**config.mk**
```make
export PLATFORM = sky130hd
export DESIGN_NAME = phase_scale_gen
export DESIGN_NICKNAME = d
export VERILOG_FILES = /design/src/rtl/phscale_pkg.sv /design/src/rtl/phscale_pinsync.sv /design/src/rtl/phscale_nco.sv /design/src/rtl/phscale_refmult.sv /design/src/rtl/phscale_core.sv /design/src/rtl/phase_scale_gen.sv
export SDC_FILE = /design/constraint.sdc
export NUM_CORES = 1
export LEC_CHECK = 0
export BUFFER_PORTS_ARGS = -buffer_cell sky130_fd_sc_hd__buf_2
export CAP_MARGIN = 20
export CORE_MARGIN = 4
export CORE_UTILIZATION = 50
export DETAILED_ROUTE_END_ITERATION = 16
export PLACE_DENSITY = 0.79
export RECOVER_POWER = 50
export SLEW_MARGIN = 20
export SYNTH_ARGS = -nofsm -noshare
export SYNTH_HDL_FRONTEND = slang
export SYNTH_SLANG_ARGS = --single-unit
```
**constraint.sdc**
```tcl
create_clock -name clk_i -period 4.9 [get_ports clk_i]
set_input_delay 0.735 -clock clk_i [delete_from_list [all_inputs] [get_ports clk_i]]
set_output_delay 0.735 -clock clk_i [all_outputs]
set_load 0.02 [all_outputs]
```
**src/rtl/phscale_pkg.sv**
```systemverilog
package phscale_pkg;
    typedef enum logic [1:0] {
        MODE_LOCK = 2'd0,
        MODE_FREE = 2'd1,
        MODE_EXT  = 2'd2,
        MODE_KEEP = 2'd3
    } mode_code_e;

    typedef enum logic [1:0] {
        SRC_BOOT,
        SRC_LOCK,
        SRC_FREE,
        SRC_EXT
    } src_state_e;

    typedef enum logic [1:0] {
        RM_IDLE,
        RM_MEASURE,
        RM_RUN
    } refmult_state_e;
endpackage

```
**src/rtl/phscale_pinsync.sv**
```systemverilog
module phscale_pinsync #(
    parameter int WIDTH = 3
) (
    input  logic             clk_i,
    input  logic             rst_ni,
    input  logic [WIDTH-1:0] pin_i,
    output logic [WIDTH-1:0] rise_o
);
    for (genvar g = 0; g < WIDTH; g++) begin : g_bit
        logic [2:0] sh_q;
        logic       rise_q;
        always_ff @(posedge clk_i or negedge rst_ni) begin
            if (!rst_ni) begin
                sh_q   <= '0;
                rise_q <= 1'b0;
            end else begin
                sh_q   <= {sh_q[1:0], pin_i[g]};
                rise_q <= sh_q[1] & ~sh_q[2];
            end
        end
        assign rise_o[g] = rise_q;
    end
endmodule

```
**src/rtl/phscale_nco.sv**
```systemverilog
module phscale_nco #(
    parameter int NCO_W = 24
) (
    input  logic             clk_i,
    input  logic             rst_ni,
    input  logic [NCO_W-1:0] step_i,
    output logic             tick_o
);
    logic [NCO_W-1:0] acc_q;
    logic [NCO_W:0]   sum;

    assign sum = {1'b0, acc_q} + {1'b0, step_i};

    always_ff @(posedge clk_i or negedge rst_ni) begin
        if (!rst_ni) begin
            acc_q  <= '0;
            tick_o <= 1'b0;
        end else begin
            acc_q  <= sum[NCO_W-1:0];
            tick_o <= sum[NCO_W];
        end
    end
endmodule

```
**src/rtl/phscale_refmult.sv**
```systemverilog
module phscale_refmult
    import phscale_pkg::*;
#(
    parameter int PERIOD_W = 14,
    parameter int MULT     = 40,
    parameter int LOCK_TOL = 4
) (
    input  logic clk_i,
    input  logic rst_ni,
    input  logic ref_rise_i,
    output logic tick_o,
    output logic lock_o
);
    localparam int AW   = PERIOD_W + 1;
    localparam int TC_W = $clog2(MULT + 1);

    refmult_state_e      state_q;
    logic [PERIOD_W-1:0] cnt_q;
    logic [AW-1:0]       period_q;
    logic [AW-1:0]       acc_q;
    logic [TC_W-1:0]     tcnt_q;
    logic                lock_q;

    logic [AW-1:0] new_period;
    logic [AW-1:0] diff;
    logic [AW:0]   sum;
    logic          timeout;
    logic          due;
    logic          room;

    assign new_period = {1'b0, cnt_q} + AW'(1);
    assign diff       = (new_period >= period_q) ? (new_period - period_q)
                                                 : (period_q - new_period);
    assign sum        = {1'b0, acc_q} + (AW + 1)'(MULT);
    assign timeout    = (cnt_q == '1);
    assign due        = (sum >= {1'b0, period_q});
    assign room       = (tcnt_q < TC_W'(MULT));

    // state register and measurement
    always_ff @(posedge clk_i or negedge rst_ni) begin
        if (!rst_ni) begin
            state_q  <= RM_IDLE;
            cnt_q    <= '0;
            period_q <= '0;
            lock_q   <= 1'b0;
        end else if (ref_rise_i) begin
            cnt_q <= '0;
            unique case (state_q)
                RM_IDLE:    state_q <= RM_MEASURE;
                RM_MEASURE: begin
                    state_q  <= RM_RUN;
                    period_q <= new_period;
                end
                RM_RUN: begin
                    period_q <= new_period;
                    lock_q   <= (diff <= AW'(LOCK_TOL));
                end
                default:    state_q <= RM_IDLE;
            endcase
        end else if (timeout) begin
            state_q <= RM_IDLE;
            lock_q  <= 1'b0;
        end else begin
            cnt_q <= cnt_q + 1'b1;
        end
    end

    // fractional tick scheduler: MULT ticks spread over each period
    always_ff @(posedge clk_i or negedge rst_ni) begin
        if (!rst_ni) begin
            acc_q  <= '0;
            tcnt_q <= '0;
            tick_o <= 1'b0;
        end else begin
            tick_o <= 1'b0;
            if (ref_rise_i) begin
                acc_q  <= AW'(MULT);
                tcnt_q <= '0;
            end else if (state_q == RM_RUN) begin
                if (due) begin
                    if (room) begin
                        acc_q  <= sum[AW-1:0] - period_q;
                        tcnt_q <= tcnt_q + 1'b1;
                        tick_o <= 1'b1;
                    end
                end else begin
                    acc_q <= sum[AW-1:0];
                end
            end
        end
    end

    assign lock_o = lock_q;

    assert_tick_cap_R3: assert property (@(posedge clk_i) disable iff (!rst_ni)
        tcnt_q <= TC_W'(MULT));

    assert_lock_needs_run_R4: assert property (@(posedge clk_i) disable iff (!rst_ni)
        lock_q |-> (state_q == RM_RUN));
endmodule

```
**src/rtl/phscale_core.sv**
```systemverilog
module phscale_core
    import phscale_pkg::*;
#(
    parameter int STEPS = 3600,
    parameter int PH_W  = $clog2(STEPS)
) (
    input  logic            clk_i,
    input  logic            rst_ni,
    input  logic [1:0]      mode_req_i,
    input  logic            tick_lock_i,
    input  logic            tick_free_i,
    input  logic            tick_ext_i,
    input  logic            sync_ext_i,
    output logic [PH_W-1:0] phase_o,
    output logic            wrap_o
);
    localparam logic [PH_W-1:0] LAST = PH_W'(STEPS - 1);

    src_state_e      state_q, state_d;
    logic [PH_W-1:0] phase_q;
    logic            wrap_q;
    logic            tick_sel;
    logic            sync_sel;
    logic            at_wrap;

    function automatic src_state_e decode(input logic [1:0] code, input src_state_e cur);
        unique case (mode_code_e'(code))
            MODE_LOCK: return SRC_LOCK;
            MODE_FREE: return SRC_FREE;
            MODE_EXT:  return SRC_EXT;
            default:   return (cur == SRC_BOOT) ? SRC_LOCK : cur;
        endcase
    endfunction

    always_comb begin
        tick_sel = 1'b0;
        sync_sel = 1'b0;
        unique case (state_q)
            SRC_BOOT: tick_sel = 1'b0;
            SRC_LOCK: tick_sel = tick_lock_i;
            SRC_FREE: tick_sel = tick_free_i;
            SRC_EXT: begin
                tick_sel = tick_ext_i;
                sync_sel = sync_ext_i;
            end
        endcase
    end

    assign at_wrap = tick_sel && !sync_sel && (phase_q == LAST);

    always_comb begin
        state_d = state_q;
        if (state_q == SRC_BOOT || at_wrap) begin
            state_d = decode(mode_req_i, state_q);
        end
    end

    // state register
    always_ff @(posedge clk_i or negedge rst_ni) begin
        if (!rst_ni) state_q <= SRC_BOOT;
        else         state_q <= state_d;
    end

    // outputs
    always_ff @(posedge clk_i or negedge rst_ni) begin
        if (!rst_ni) begin
            phase_q <= '0;
            wrap_q  <= 1'b0;
        end else begin
            wrap_q <= 1'b0;
            if (sync_sel) begin
                phase_q <= '0;
            end else if (at_wrap) begin
                phase_q <= '0;
                wrap_q  <= 1'b1;
            end else if (tick_sel) begin
                phase_q <= phase_q + 1'b1;
            end
        end
    end

    assign phase_o = phase_q;
    assign wrap_o  = wrap_q;

    assert_phase_range_R1: assert property (@(posedge clk_i) disable iff (!rst_ni)
        phase_q <= LAST);

    assert_wrap_from_top_R1: assert property (@(posedge clk_i) disable iff (!rst_ni)
        wrap_q |-> (phase_q == '0 && $past(phase_q) == LAST));

    assert_single_step_R11: assert property (@(posedge clk_i) disable iff (!rst_ni)
        (phase_q != $past(phase_q)) |-> (phase_q == $past(phase_q) + 1'b1 || phase_q == '0));

    assert_switch_at_wrap_R8: assert property (@(posedge clk_i) disable iff (!rst_ni)
        (state_q != $past(state_q) && $past(state_q) != SRC_BOOT) |-> wrap_q);
endmodule

```
**src/rtl/phase_scale_gen.sv**
```systemverilog
module phase_scale_gen
    import phscale_pkg::*;
#(
    parameter int STEPS    = 3600,
    parameter int MULT     = 40,
    parameter int PERIOD_W = 14,
    parameter int LOCK_TOL = 4,
    parameter int NCO_W    = 24,
    parameter int PH_W     = $clog2(STEPS)
) (
    input  logic             clk_i,
    input  logic             rst_ni,
    input  logic [1:0]       mode_req_i,
    input  logic [NCO_W-1:0] nco_step_i,
    input  logic             ref_i,
    input  logic             ext_tick_i,
    input  logic             ext_sync_i,
    output logic [PH_W-1:0]  phase_o,
    output logic             wrap_o,
    output logic             lock_o
);
    logic [2:0] rise;
    logic       tick_lock;
    logic       tick_free;

    phscale_pinsync #(.WIDTH(3)) pins_i (
        .clk_i  (clk_i),
        .rst_ni (rst_ni),
        .pin_i  ({ext_sync_i, ext_tick_i, ref_i}),
        .rise_o (rise)
    );

    phscale_refmult #(
        .PERIOD_W (PERIOD_W),
        .MULT     (MULT),
        .LOCK_TOL (LOCK_TOL)
    ) mult_i (
        .clk_i      (clk_i),
        .rst_ni     (rst_ni),
        .ref_rise_i (rise[0]),
        .tick_o     (tick_lock),
        .lock_o     (lock_o)
    );

    phscale_nco #(.NCO_W(NCO_W)) nco_i (
        .clk_i  (clk_i),
        .rst_ni (rst_ni),
        .step_i (nco_step_i),
        .tick_o (tick_free)
    );

    phscale_core #(.STEPS(STEPS), .PH_W(PH_W)) core_i (
        .clk_i       (clk_i),
        .rst_ni      (rst_ni),
        .mode_req_i  (mode_req_i),
        .tick_lock_i (tick_lock),
        .tick_free_i (tick_free),
        .tick_ext_i  (rise[1]),
        .sync_ext_i  (rise[2]),
        .phase_o     (phase_o),
        .wrap_o      (wrap_o)
    );
endmodule

```
# Word level (Yosys, flattened, before mapping)
# Index checks and enable logic that the tools add are counted.
[op_classes] addsub=9 n_lt_le_gt_ge=4 eq_ne=13 mux=30 bitwise=6 n_reduce_logical=20
[op_table] operator="15-bit 2-to-1 mux" count=5
[op_table] operator="15-bit subtractor" count=3
[op_table] operator="12-bit 2-to-1 mux" count=3
[op_table] operator="14-bit 2-to-1 mux" count=2
[op_table] operator="24-bit by 24-bit adder with 25-bit output" count=1
[op_table] operator="6-bit 2-to-1 mux" count=4
[op_table] operator="15-bit by 6-bit adder with 16-bit output, second input constant" count=1
[op_table] operator="16-bit by 15-bit greater-or-equal comparator with 1-bit output" count=1
[op_table] operator="14-bit by 1-bit adder with 15-bit output, second input constant" count=1
[op_table] operator="15-bit greater-or-equal comparator" count=1
[op_table] operator="15-bit by 3-bit less-or-equal comparator with 1-bit output, second input constant" count=1
[op_table] operator="14-bit by 1-bit adder with 14-bit output, second input constant" count=1
[op_table] operator="14-bit == test, second input constant" count=1
[op_table] operator="12-bit by 1-bit adder with 12-bit output, second input constant" count=1
[op_table] operator="12-bit == test, second input constant" count=1
[op_table] operator="2-bit one-hot mux with 3 select lines" count=2
[op_table] operator="1-bit 2-to-1 mux" count=10
[op_table] operator="2-bit AND reduction" count=5
[op_table] operator="2-bit == test, second input constant" count=4
[op_table] operator="2-bit nonzero test" count=4
[op_table] operator="6-bit by 1-bit adder with 6-bit output, second input constant" count=1
[op_table] operator="2-bit by 1-bit == test with 1-bit output, second input constant" count=3
[op_table] operator="2-bit logical NOT" count=3
[op_table] operator="6-bit < comparator, second input constant" count=1
[op_table] operator="14 further kinds" count=22
[word_totals] ff_bits=106 input_bits=31 output_inout_bits=14 wordCells=100

# Depth between registers and ports, before layout
# Gate-level depths: netlist of the first run.
[depth] word_depth=7 mapped_depth=19 ltp_nobuf=17

# By module
# A second synthesis of the first run with hierarchy kept.
[unflattened] cells_unflattened=919 area_unflattened_um2=8172.8
[modules_own_cells] mod="phscale_refmult" instances=1 cells_per_inst=605 area_each_um2=4974.8 seq_area_each_um2=1351.3
[modules_own_cells] mod="phscale_nco" instances=1 cells_per_inst=192 area_each_um2=1879.3 seq_area_each_um2=625.6
[modules_own_cells] mod="phscale_core" instances=1 cells_per_inst=104 area_each_um2=954.7 seq_area_each_um2=375.4
[modules_own_cells] mod="phscale_pinsync" instances=1 cells_per_inst=18 area_each_um2=364.1 seq_area_each_um2=300.3

# Least setup slack after synthesis of the first run
# No wires, ideal clock.
[synth_path] path_kind="register to register" from="register mult_i.cnt_q[0]" to="register mult_i.lock_q (netlist: mult_i.lock_o)" setup_ns=0.076 arrival_ns=4.163 required_ns=4.824 slack_ns=0.660 stages_incl_launch_ff=17 path_buffers=1 period_less_slack_ns=4.240 path_cell_list="dfrtp_1 -> ha_1 -> nand4_1 -> nor3_4 -> nand3_1 -> xor2_1 -> inv_1 -> ha_1 -> buf_6 -> a211o_1 -> o31ai_2 -> nand2_1 -> or4_1 -> a221o_1 -> a2111oi_0 -> nand4_1 -> o21ai_1"
[synth_via] elab_chain_cells=6 word_cells_on_any_way=11 classes_between="3 x add/sub; 2 x order compare; 1 x eq/ne; 3 x mux; 2 x reduce/logical"
[synth_rtl] item="start, declared" line="phscale_refmult.sv:18" source="logic [PERIOD_W-1:0] cnt_q;"
[synth_rtl] item="start signal, assigned" line="phscale_refmult.sv:64" source="cnt_q <= cnt_q + 1'b1;"
[synth_rtl] item="14-bit by 1-bit adder with 15-bit output (*)" line="phscale_refmult.sv:31" source="assign new_period = {1'b0, cnt_q} + AW'(1);"
[synth_rtl] item="named net mult_i.new_period[12]" line="phscale_refmult.sv:24" source="logic [AW-1:0] new_period;"
[synth_rtl] item="15-bit subtractor (tied with other cells)" line="phscale_refmult.sv:33" source=": (period_q - new_period);"
[synth_rtl] item="15-bit 2-to-1 mux (*)" line="phscale_refmult.sv:32" source="assign diff = (new_period >= period_q) ? (new_period - period_q)"
[synth_rtl] item="15-bit by 3-bit less-or-equal comparator with 1-bit output (*)" line="phscale_refmult.sv:56" source="lock_q <= (diff <= AW'(LOCK_TOL));"
[synth_rtl] item="1-bit 2-to-1 mux (*)" line="phscale_refmult.sv:48" source="unique case (state_q)"
[synth_rtl] item="1-bit 2-to-1 mux (*)" line="phscale_refmult.sv:46" source="end else if (ref_rise_i) begin"
[synth_rtl] item="end signal, assigned" line="phscale_refmult.sv:56"
[synth_rtl] item="end, declared" line="phscale_refmult.sv:22" source="logic lock_q;"
# Mark *: on every way through the listed nets, which the timed path passes. The rest lies on a longest branch. The select of a mux whose other input is x is not followed.
# A chain may end at the register's enable or synchronous reset.

# Worst setup path in the final report of the first run
[layout_path] from="register mult_i.acc_q[3]" to="register mult_i.acc_q[9]"
[layout_via] elab_chain_cells=6 word_cells_on_any_way=9 classes_between="2 x add/sub; 1 x order compare; 1 x eq/ne; 4 x mux; 1 x reduce/logical"
[layout_rtl] item="start, declared" line="phscale_refmult.sv:20" source="logic [AW-1:0] acc_q;"
[layout_rtl] item="start signal, assigned" line="phscale_refmult.sv:77" source="acc_q <= AW'(MULT);"
[layout_rtl] item="start signal, assigned" line="phscale_refmult.sv:82" source="acc_q <= sum[AW-1:0] - period_q;"
[layout_rtl] item="start signal, assigned" line="phscale_refmult.sv:87" source="acc_q <= sum[AW-1:0];"
[layout_rtl] item="15-bit by 6-bit adder with 16-bit output (*)" line="phscale_refmult.sv:34" source="assign sum = {1'b0, acc_q} + (AW + 1)'(MULT);"
[layout_rtl] item="15-bit subtractor" line="phscale_refmult.sv:82"
[layout_rtl] item="15-bit 2-to-1 mux" line="phscale_refmult.sv:81" source="if (room) begin"
[layout_rtl] item="15-bit 2-to-1 mux" line="phscale_refmult.sv:80" source="if (due) begin"
[layout_rtl] item="15-bit 2-to-1 mux" line="phscale_refmult.sv:79" source="end else if (state_q == RM_RUN) begin"
[layout_rtl] item="15-bit 2-to-1 mux" line="phscale_refmult.sv:76" source="if (ref_rise_i) begin"
# Mark *: on every way between the ends. The rest lies on a longest branch, timed or not. The select of a mux whose other input is x is not followed.

==> results of run 1 <==
## metrics by stage
step                      total power [uW]  setup TNS (ps)  std cells
after floorplan                       4110               0        846
after global placement                4850               0       1061
after detailed placement              4910               0       1061
after CTS                             5640               0       1077
after global routing                  6220           -29.7       1082
final                                 5720               0       1082
## cells in the final DEF (no fill, tap or decap), types with 18 or more instances in the layout
cell	count
nand3_1	21
a21oi_1	64
nand2_1	75
ha_1	74
a21o_1	19
buf_2	32
o21ai_0	65
nor3_1	19
xor2_1	22
and3_1	18
inv_1	57
dfrtp_1	106
nor2_1	62
xnor2_1	42
## worst paths after layout
check	depth (start not counted)	startpoint	endpoint
setup / recovery	14	mult_i.acc_q[3]	mult_i.acc_q[9]
hold / removal	0	pins_i.g_bit[1].sh_q[0]	pins_i.g_bit[1].sh_q[1]
setup reg to reg	14	mult_i.acc_q[3]	mult_i.acc_q[9]
hold reg to reg	0	pins_i.g_bit[1].sh_q[0]	pins_i.g_bit[1].sh_q[1]
max in group asynchronous	2	rst_ni	mult_i.period_q[13]
min in group asynchronous	1	rst_ni	nco_i.acc_q[16]
## synthesized netlist by cell type (7+ instances only)
master | count | share of area [%]
a21o_1 | 19 | 1.9
a21oi_1 | 65 | 4.3
a31oi_1 | 10 | 0.84
and3_1 | 18 | 1.5
clkbuf_1 | 20 | 1.0
dfrtp_1 | 106 | 35
ha_1 | 74 | 12
inv_1 | 57 | 2.9
mux2i_1 | 10 | 1.3
nand2_1 | 75 | 3.8
nand2b_1 | 9 | 0.75
nand3_1 | 21 | 1.4
nand4_1 | 16 | 1.3
nor2_1 | 62 | 3.1
nor2b_1 | 11 | 0.92
nor3_1 | 19 | 1.3
o211ai_1 | 7 | 0.70
o21a_1 | 10 | 1.0
o21ai_0 | 65 | 4.3
xnor2_1 | 42 | 4.9
xor2_1 | 22 | 2.6
## routing by layer
layer	share of wire [%]	wire length, um	up-vias
met2	46	7780	149
li1	-	-	3137
met5	0	0	-
met1	46	7730	2981
met3	4.9	820	34
met4	2.7	445	0
## cell families after synthesis
| group | synth area share, % |
|---|---|
| muxes | 1.64 |
| and+or+nand+nor | 17.0 |
| buffers and inverters | 4.15 |
| adders and majority gates | 12.9 |
| xor gates and xnor gates | 7.50 |
| AOI/OAI and AO/OA | 21.4 |
| DFF | 35.5 |
## repair_timing
item / 4_1_cts / 5_1_grt
gates resized for setup: 0 / 3
setup buffers: 0 / 5
hold buffers: 0 / 0
endpoints found under the setup margin: 0 / 1
## layout make-up
class,count,area share [%]
clock buffers,9,2.74
flip-flops and latches,106,32.3
well taps,184,2.80
clock inverters,7,0.776
multi-input cells,660,55.0
repair buffers,59,3.79
inverters,57,2.60
## critical path: stages, from the launching register on
cell and delay [ps]:
dfrtp_1 420, ha_1 250, nor2_1 90, nor4_1 580, nand2_1 140, xnor2_1 240, ha_1 330, nand4_1 150
or2_2 140, nor4_1 60, a311oi_1 480, o211a_1 470, o21a_1 470, o21ai_0 180, a221oi_1 320
## power breakdown
part	internal, uW	switching [uW]	total [uW]
sequential	1100	143	1250
clock	354	348	702
combinational	1660	2110	3770
## state kept, by name, indices dropped and copies added, names as in the netlist
| signal | cells |
|---|---|
| core_i.phase_o | 12 |
| core_i.state_q | 2 |
| core_i.wrap_o | 1 |
| mult_i.acc_q | 15 |
| mult_i.cnt_q | 14 |
| mult_i.lock_o | 1 |
| mult_i.period_q | 15 |
| mult_i.state_q | 2 |
| mult_i.tcnt_q | 6 |
| mult_i.tick_o | 1 |
| nco_i.acc_q | 24 |
| nco_i.tick_o | 1 |
| pins_i.g_bit.rise_q | 3 |
| pins_i.g_bit.sh_q | 9 |
==> impl_results.md, run 1 <==
- Status: finished with violations
- Failing checks: max-capacitance violations, max-slew violations
- Worst-Margin Slew: 3530 ps
- Area Growth Syn to Fin: 9.97%
- Vias in the first global route: 6,220
- Routed wire length: 16,800 um
- Cell area after layout: 8220 sq um
- Mapped Cells: 846
- Sequential Area: 2650 sq um
- GR peak layer: met2
- Starting Density: 51.3%
- Count of buffers from port buffering: 44
- Placed cell areas: 7910 sq um
- Syn_nets: 953
- GR Layer Usage met1: 27.7%
- Setup ws final: 436 ps
- CTS Buf Count: 9
- Pleak: 0.00392 uW
- Root buffer cell: clkbuf_16
- Grt ovf: 0
- Die H: 130 um
- CTS tree: done
- DRC errors left: 0
- Die width: 130 um
- Antenna viol nets, final: 0
- DR WL/cell: 15.5 um
- Global-route wire length before repair: 28,800 um
- Final Hold Viols: 0
- Hold Crit Class: reg -> reg
- VDD IR-drop max: 0.000370 V
- Row count: 44
- Ports: 45
- Final setup fails: 0
- Routing usage on met3: 4.63%
- Slew Limit Headroom: -135%
- Met2 usage: 34.2%
- 1st-pass router iterations: 5
- Clock slew at reported path FFs: 70 ps
- Setup CP Type: reg -> reg
- Post-Place Worst Slack: 364 ps
- Setup Skew: 7.34 ps
- Layout cells sized above 1: 8.46%
- Top FF cell, synth: dfrtp_1
- Core Area: 14,600 sq um
- Initial antenna violation count: 0
- Largest net degree at the start of global routing: 68
- Crit path arrival time: 4690 ps
- Post-synth EDFFs: 0
- Startpoint class of the critical path: flip-flop
- DIE AREA: 17,000 sq um
- Period minus WS final: 4460 ps
- Crit-path max FO: 13
- H-Tree Depth: 3
- Synth Register Bits: 106
- Final hold slack: 353 ps
- Syn. warnings: 0
- WP data required: 5130 ps
- Diode count: 0
- Register area share after synthesis: 35.5%
- Max Fclk: 224 MHz
- Distinct cell type count after synthesis: 64
- Slew Viols, Final: 112
- CTS sink count: 106
- R2R Setup Slk: 440 ps
- Pwr Density: 695 nW/um^2
- CP endpoint kind: flip-flop
- Fillers: 1,276
- Total Nets Final: 1,000
- Area of the multi-input gates: 4530 sq um
- GP Congestion: 0.971
- Asr flop ratio synth: 100%
- Vias: 6,301
- Avg Cell Area, Syn: 8.84 sq um
- HPWL after DPL: 12,500 um
- GRT Resource Usage Total: 20.9%
- Final core utilization: 56.4%
- DRT iter0 DRCs: 453
- Clock Path Buffers: 2
- Final Cycle Share: 91.1%
- DR vias/cell: 5.82
- Synth Cell Area: 7480 sq um
- # Max-Cap Violations: 2
- Worst-skew pair later-pin latency: 360 ps
(Power assumes the default switching activity.)
==> run 2, diff against run 1 <==
--- a/config.mk
+++ b/config.mk
@@ -6,12 +6,13 @@
 export NUM_CORES = 1
 export LEC_CHECK = 0
 export BUFFER_PORTS_ARGS = -buffer_cell sky130_fd_sc_hd__buf_2
-export CAP_MARGIN = 20
+export CAP_MARGIN = 5
 export CORE_MARGIN = 4
 export CORE_UTILIZATION = 50
 export DETAILED_ROUTE_END_ITERATION = 16
 export PLACE_DENSITY = 0.79
 export RECOVER_POWER = 50
+export REMOVE_ABC_BUFFERS = 1
 export SLEW_MARGIN = 20
 export SYNTH_ARGS = -nofsm -noshare
 export SYNTH_HDL_FRONTEND = slang
==> impl_results.md, run 2 (synthesis gave the netlist of run 1 again) <==
- Clock Path Buffers: 2
- DIE AREA: 17,000 sq um
- Count of buffers from port buffering: 44
- Worst-Margin Slew: 3510 ps
- Worst-skew pair later-pin latency: 350 ps
- Pwr Density: 699 nW/um^2
- Startpoint class of the critical path: flip-flop
- DRC errors left: 0
- Final Hold Viols: 0
- Crit path cell chain: ha_1 > nand4_1 > nor3_4 > nand3_1 > xor2_1 > inv_1 > ha_1 > a211o_1 > o31ai_2 > nand2_1 > or4_1 > a221o_1 > a2111oi_0 > nand4_1 > o21ai_1
- Starting Density: 51.3%
- Grt ovf: 0
- Placed cell areas: 7900 sq um
- VDD IR-drop max: 0.000414 V
- Pleak: 0.00393 uW
- Slew Limit Headroom: -134%
- Hold Crit Class: reg -> reg
- Post-Route Setup TNS: 0 ps
- Crit-path max FO: 12
- Largest net degree at the start of global routing: 68
- Die H: 130 um
- Final setup fails: 0
- Diode count: 0
- Setup Skew: 8.10 ps
- Most frequent cells in the layout: 106 x dfrtp_1, 75 x nand2_1, 74 x ha_1, 65 x a21oi_1, 65 x o21ai_0
- Unrepaired setup endpoints after global routing: no
- Hold wc startpoint: pins_i.g_bit[2].sh_q[0]
- Comb pwr share: 64.3%
- # Max-Cap Violations: 1
- Clock share of power: 14.0%
- Number of flip-flops under the largest register name: 24
- Clock slew at reported path FFs: 70 ps
- Slew Viols, Final: 68
- Core Area: 14,600 sq um
- GP Congestion: 0.951
- Vias in the first global route: 6,012
- WP data required: 5180 ps
- Status: finished with violations
- Antenna viol nets, final: 0
- Routed wire length: 16,800 um
- Worst hold endpoint: pins_i.g_bit[2].sh_q[1]
- Setup CP Type: reg -> reg
- Root buffer cell: clkbuf_16
- Global-route wire length before repair: 28,200 um
- Die width: 130 um
- Total Nets Final: 995
- Max Fclk: 219 MHz
- Sw power: 2580 uW
- Slowest stage delay, CP: 560 ps
- Area Growth Syn to Fin: 10.2%
- R2R Path Start: mult_i.cnt_q[0]
- Row count: 44
- Final Cycle Share: 93.4%
- GRT Resource Usage Total: 20.4%
- Commonest non-fill, non-tap cell in the layout: dfrtp_1
- CP endpoint kind: flip-flop
- CTS Buf Count: 9
- Internal: 3180 uW
- R2R Setup Slk: 320 ps
- Period minus WS final: 4580 ps
- Initial antenna violation count: 0
- Largest regs: nco_i.acc_q: 24 flops, mult_i.acc_q: 15 flops, mult_i.period_q: 15 flops
- Hold-fix buffers, CTS: 0
- CTS tree: done
- Hold depth: 0
- Fillers: 1,287
- Sequential share of power: 21.7%
- Sw Share: 44.8%
- 1st-pass router iterations: 5
- Ports: 45
- DRT iter0 DRCs: 451
- DR WL/cell: 15.6 um
- Reg-to-Reg End: mult_i.lock_o
- Crit path arrival time: 4860 ps
- Failing checks: max-capacitance violations, max-slew violations
- CP max-delay cell: or4_1
- Reg2Reg Depth: 15
- HPWL after DPL: 12,500 um
- DR vias/cell: 5.85
- Cell area after layout: 8240 sq um
- H-Tree Depth: 3
- Vias: 6,301
- Layout cells sized above 1: 7.84%
- Largest Register: nco_i.acc_q
- CTS sink count: 106
run 2: cell type report:
cell class	count	area, sq um	area share, %
Multi-Input combinational cell	660	4530	55.0
Sequential cell	106	2650	32.2
Timing Repair Buffer	54	277	3.36
Clock buffer	12	256	3.11
Tap cell	184	230	2.79
Inverter	57	214	2.60
Clock inverter	4	80.1	0.972
run 2: what timing repair did:
| item | CTS | global route |
|---|---|---|
| resized for setup | 0 | 2 |
| buffers inserted | 0 | 1 |
| setup endpoints to repair | 0 | 1 |
| hold endpoints to repair | 0 | 0 |
run 2: per-stage QoR:
stage                     hold WS, ps  total power, uW  utilization [%]  std cells  worst slack [ps]
after floorplan                   331             4080                -        823               458
after global placement            333             4830             54.2       1060               549
after detailed placement          341             4880             54.2       1060               379
after CTS                         350             5720             56.5       1076               371
after global routing              357             6250             56.5       1077              20.4
final                             350             5760             56.5       1077               324
run 2: critical path, delay by kind of cell (launching register included):
family,cells,cell delay (ps)
fa+ha+maj,2,680
xor+xnor,1,270
buf+inv,1,80
flops,1,460
compound gates,5,1600
simple gates,6,1420
run 2: power by group through the flow:
stage / clock [uW] / combinational, uW / sequential (uW)
floorplan: 0 / 2840 / 1240
global placement: 0 / 3570 / 1250
detailed placement: 0 / 3610 / 1270
CTS: 830 / 3640 / 1250
global route: 861 / 4110 / 1280
finish: 808 / 3700 / 1250
run 2: how the worst max path moves through the flow:
stage | end | cells past startpoint | start
floorplan | mult_i.lock_o | 15 | mult_i.cnt_q[0]
global route | mult_i.lock_o | 15 | mult_i.cnt_q[0]
detailed placement | mult_i.lock_o | 16 | mult_i.cnt_q[0]
CTS | mult_i.lock_o | 16 | mult_i.cnt_q[0]
global placement | mult_i.lock_o | 17 | mult_i.cnt_q[0]
finish | mult_i.lock_o | 15 | mult_i.cnt_q[0]
run 2: metal layers:
metal / GRT usage (%) / share of wire, % / routed length, um / vias up
met3: 3.68 / 4.4 / 738 / 32
li1: - / - / - / 3128
met5: 0 / 0 / 0 / -
met2: 32.9 / 47 / 7960 / 154
met1: 27.7 / 46 / 7760 / 2987
met4: 7.27 / 2.3 / 388 / 0
==> run 3, diff against run 2 <==
--- a/config.mk
+++ b/config.mk
@@ -13,7 +13,7 @@
 export PLACE_DENSITY = 0.79
 export RECOVER_POWER = 50
 export REMOVE_ABC_BUFFERS = 1
-export SLEW_MARGIN = 20
+export SETUP_SLACK_MARGIN = 0.5
 export SYNTH_ARGS = -nofsm -noshare
 export SYNTH_HDL_FRONTEND = slang
 export SYNTH_SLANG_ARGS = --single-unit
==> impl_results.md, run 3 (synthesis gave the netlist of run 1 again) <==
- Status: finished with violations
- Final Hold Viols: 0
- Area Growth Syn to Fin: 12.4%
- CTS tree: done
- Post-Route Setup TNS: 0 ps
- Period minus WS final: 4180 ps
- Max Fclk: 239 MHz
- Commonest non-fill, non-tap cell in the layout: dfrtp_1
- Vias in the first global route: 6,040
- Root buffer cell: clkbuf_16
- DRT iter0 DRCs: 475
- CP endpoint kind: flip-flop
- Antenna viol nets, final: 0
- Clock slew at reported path FFs: 70 ps
- Largest Register: nco_i.acc_q
- Number of flip-flops under the largest register name: 24
- Crit-path max FO: 12
- Largest regs: nco_i.acc_q: 24 flops, mult_i.acc_q: 15 flops, mult_i.period_q: 15 flops
- 1st-pass router iterations: 5
- Final setup fails: 0
- DIE AREA: 17,000 sq um
- DRC errors left: 0
- Row count: 44
- Crit path arrival time: 4460 ps
- Pwr Density: 706 nW/um^2
- Count of buffers from port buffering: 44
- Layout cells sized above 1: 10.6%
- HPWL after DPL: 12,500 um
- Global-route wire length before repair: 28,300 um
- Post-route insts no fill: 1,084
- DR vias/cell: 5.87
- Final Cycle Share: 85.3%
- Clock Path Buffers: 2
- Worst-Margin Slew: 3530 ps
- GRT Resource Usage Total: 20.5%
- Starting Density: 51.3%
- Setup CP Type: reg -> reg
- Pleak: 0.00396 uW
- Core Area: 14,600 sq um
- Die H: 130 um
- Routed wire length: 17,200 um
- CTS Buf Count: 9
- Initial antenna violation count: 0
- Placed insts: 1,060
- Slew Viols, Final: 68
- Total Power: 5930 uW
- Final core utilization: 57.6%
- Hold-fix buffers, CTS: 0
- WP data required: 5180 ps
- Diode count: 0
- GP Congestion: 0.951
- Slew Limit Headroom: -136%
- Worst-skew pair later-pin latency: 350 ps
- Unrepaired setup endpoints after global routing: yes
- Largest net degree at the start of global routing: 68
- H-Tree Depth: 3
- Final hold slack: 350 ps
- Die width: 130 um
- Grt ovf: 0
- Setup Skew: 7.55 ps
- VDD IR-drop max: 0.000415 V
- Total Nets Final: 1,002
- Hold Crit Class: reg -> reg
- Startpoint class of the critical path: flip-flop
- Failing checks: max-capacitance violations, max-slew violations
- CTS sink count: 106
- # Max-Cap Violations: 1
- Ports: 45
- Vias: 6,361
- Most frequent cells in the layout: 105 x dfrtp_1, 75 x nand2_1, 69 x ha_1, 65 x o21ai_0, 64 x a21oi_1
- DR WL/cell: 15.9 um
## run 3: metrics by stage
| stage | area [sq um] | setup WS, ps |
|---|---|---|
| 4_1_cts | 8290 | 525 |
| 6_report | 8410 | 719 |
| 3_3_place_gp | 7900 | 549 |
| 3_5_place_dp | 7900 | 379 |
| 2_1_floorplan | 7380 | 458 |
| 5_1_grt | 8410 | 259 |
## run 3: timing repair
action                                  4_1_cts  5_1_grt
endpoints found under the hold margin         0        0
pin swaps                                     2        9
gates resized for setup                       6       21
buffers inserted                              3        5
endpoints found under the setup margin        1       19
## run 3: power breakdown
| group | switching (uW) | internal, uW | total [uW] |
|---|---|---|---|
| Clock | 328 | 482 | 810 |
| Sequential | 146 | 1100 | 1250 |
| Combinational | 2200 | 1670 | 3870 |
## run 3: worst paths after layout
| kind | from | to | slack (ps) | cells past startpoint |
|---|---|---|---|---|
| max | mult_i.cnt_q[0] | mult_i.lock_o | 720 | 15 |
| min | pins_i.g_bit[2].sh_q[0] | pins_i.g_bit[2].sh_q[1] | 350 | 0 |
| max reg2reg | mult_i.cnt_q[0] | mult_i.lock_o | 720 | 15 |
| min reg2reg | pins_i.g_bit[2].sh_q[0] | pins_i.g_bit[2].sh_q[1] | 350 | 0 |
| max in group asynchronous | rst_ni | mult_i.cnt_q[0] | 1060 | 1 |
| min in group asynchronous | rst_ni | nco_i.acc_q[15] | 1570 | 1 |
## run 3: metal layers
layer  track usage, %  routed length, um  up-vias
met4             7.64                442        0
met2             33.0               8080      176
met1             27.7               7850     3000
met5                0                  0        -
met3             3.81                844       42
li1                 -                  -     3143
## run 3: cell type report
type | count | area (sq um)
multi-input combinational | 660 | 4640
inverter | 57 | 214
tap | 184 | 230
clock buffer | 12 | 256
timing repair buffer | 61 | 332
sequential | 106 | 2650
clock inverter | 4 | 80.1
fill | 1270 | 6180
## run 3: worst max-delay path, cell delays in order (launching register included)
cell and delay, ps:
dfrtp_2 410, ha_2 210, nand4_1 240, nor3_4 310
nand3_2 130, xor2_2 200, inv_1 100, ha_4 270
a211o_1 320, o31ai_4 210, nand2_1 100, or4_1 560
a221o_1 420, a2111oi_4 360, nand4_1 140, o21ai_1 130
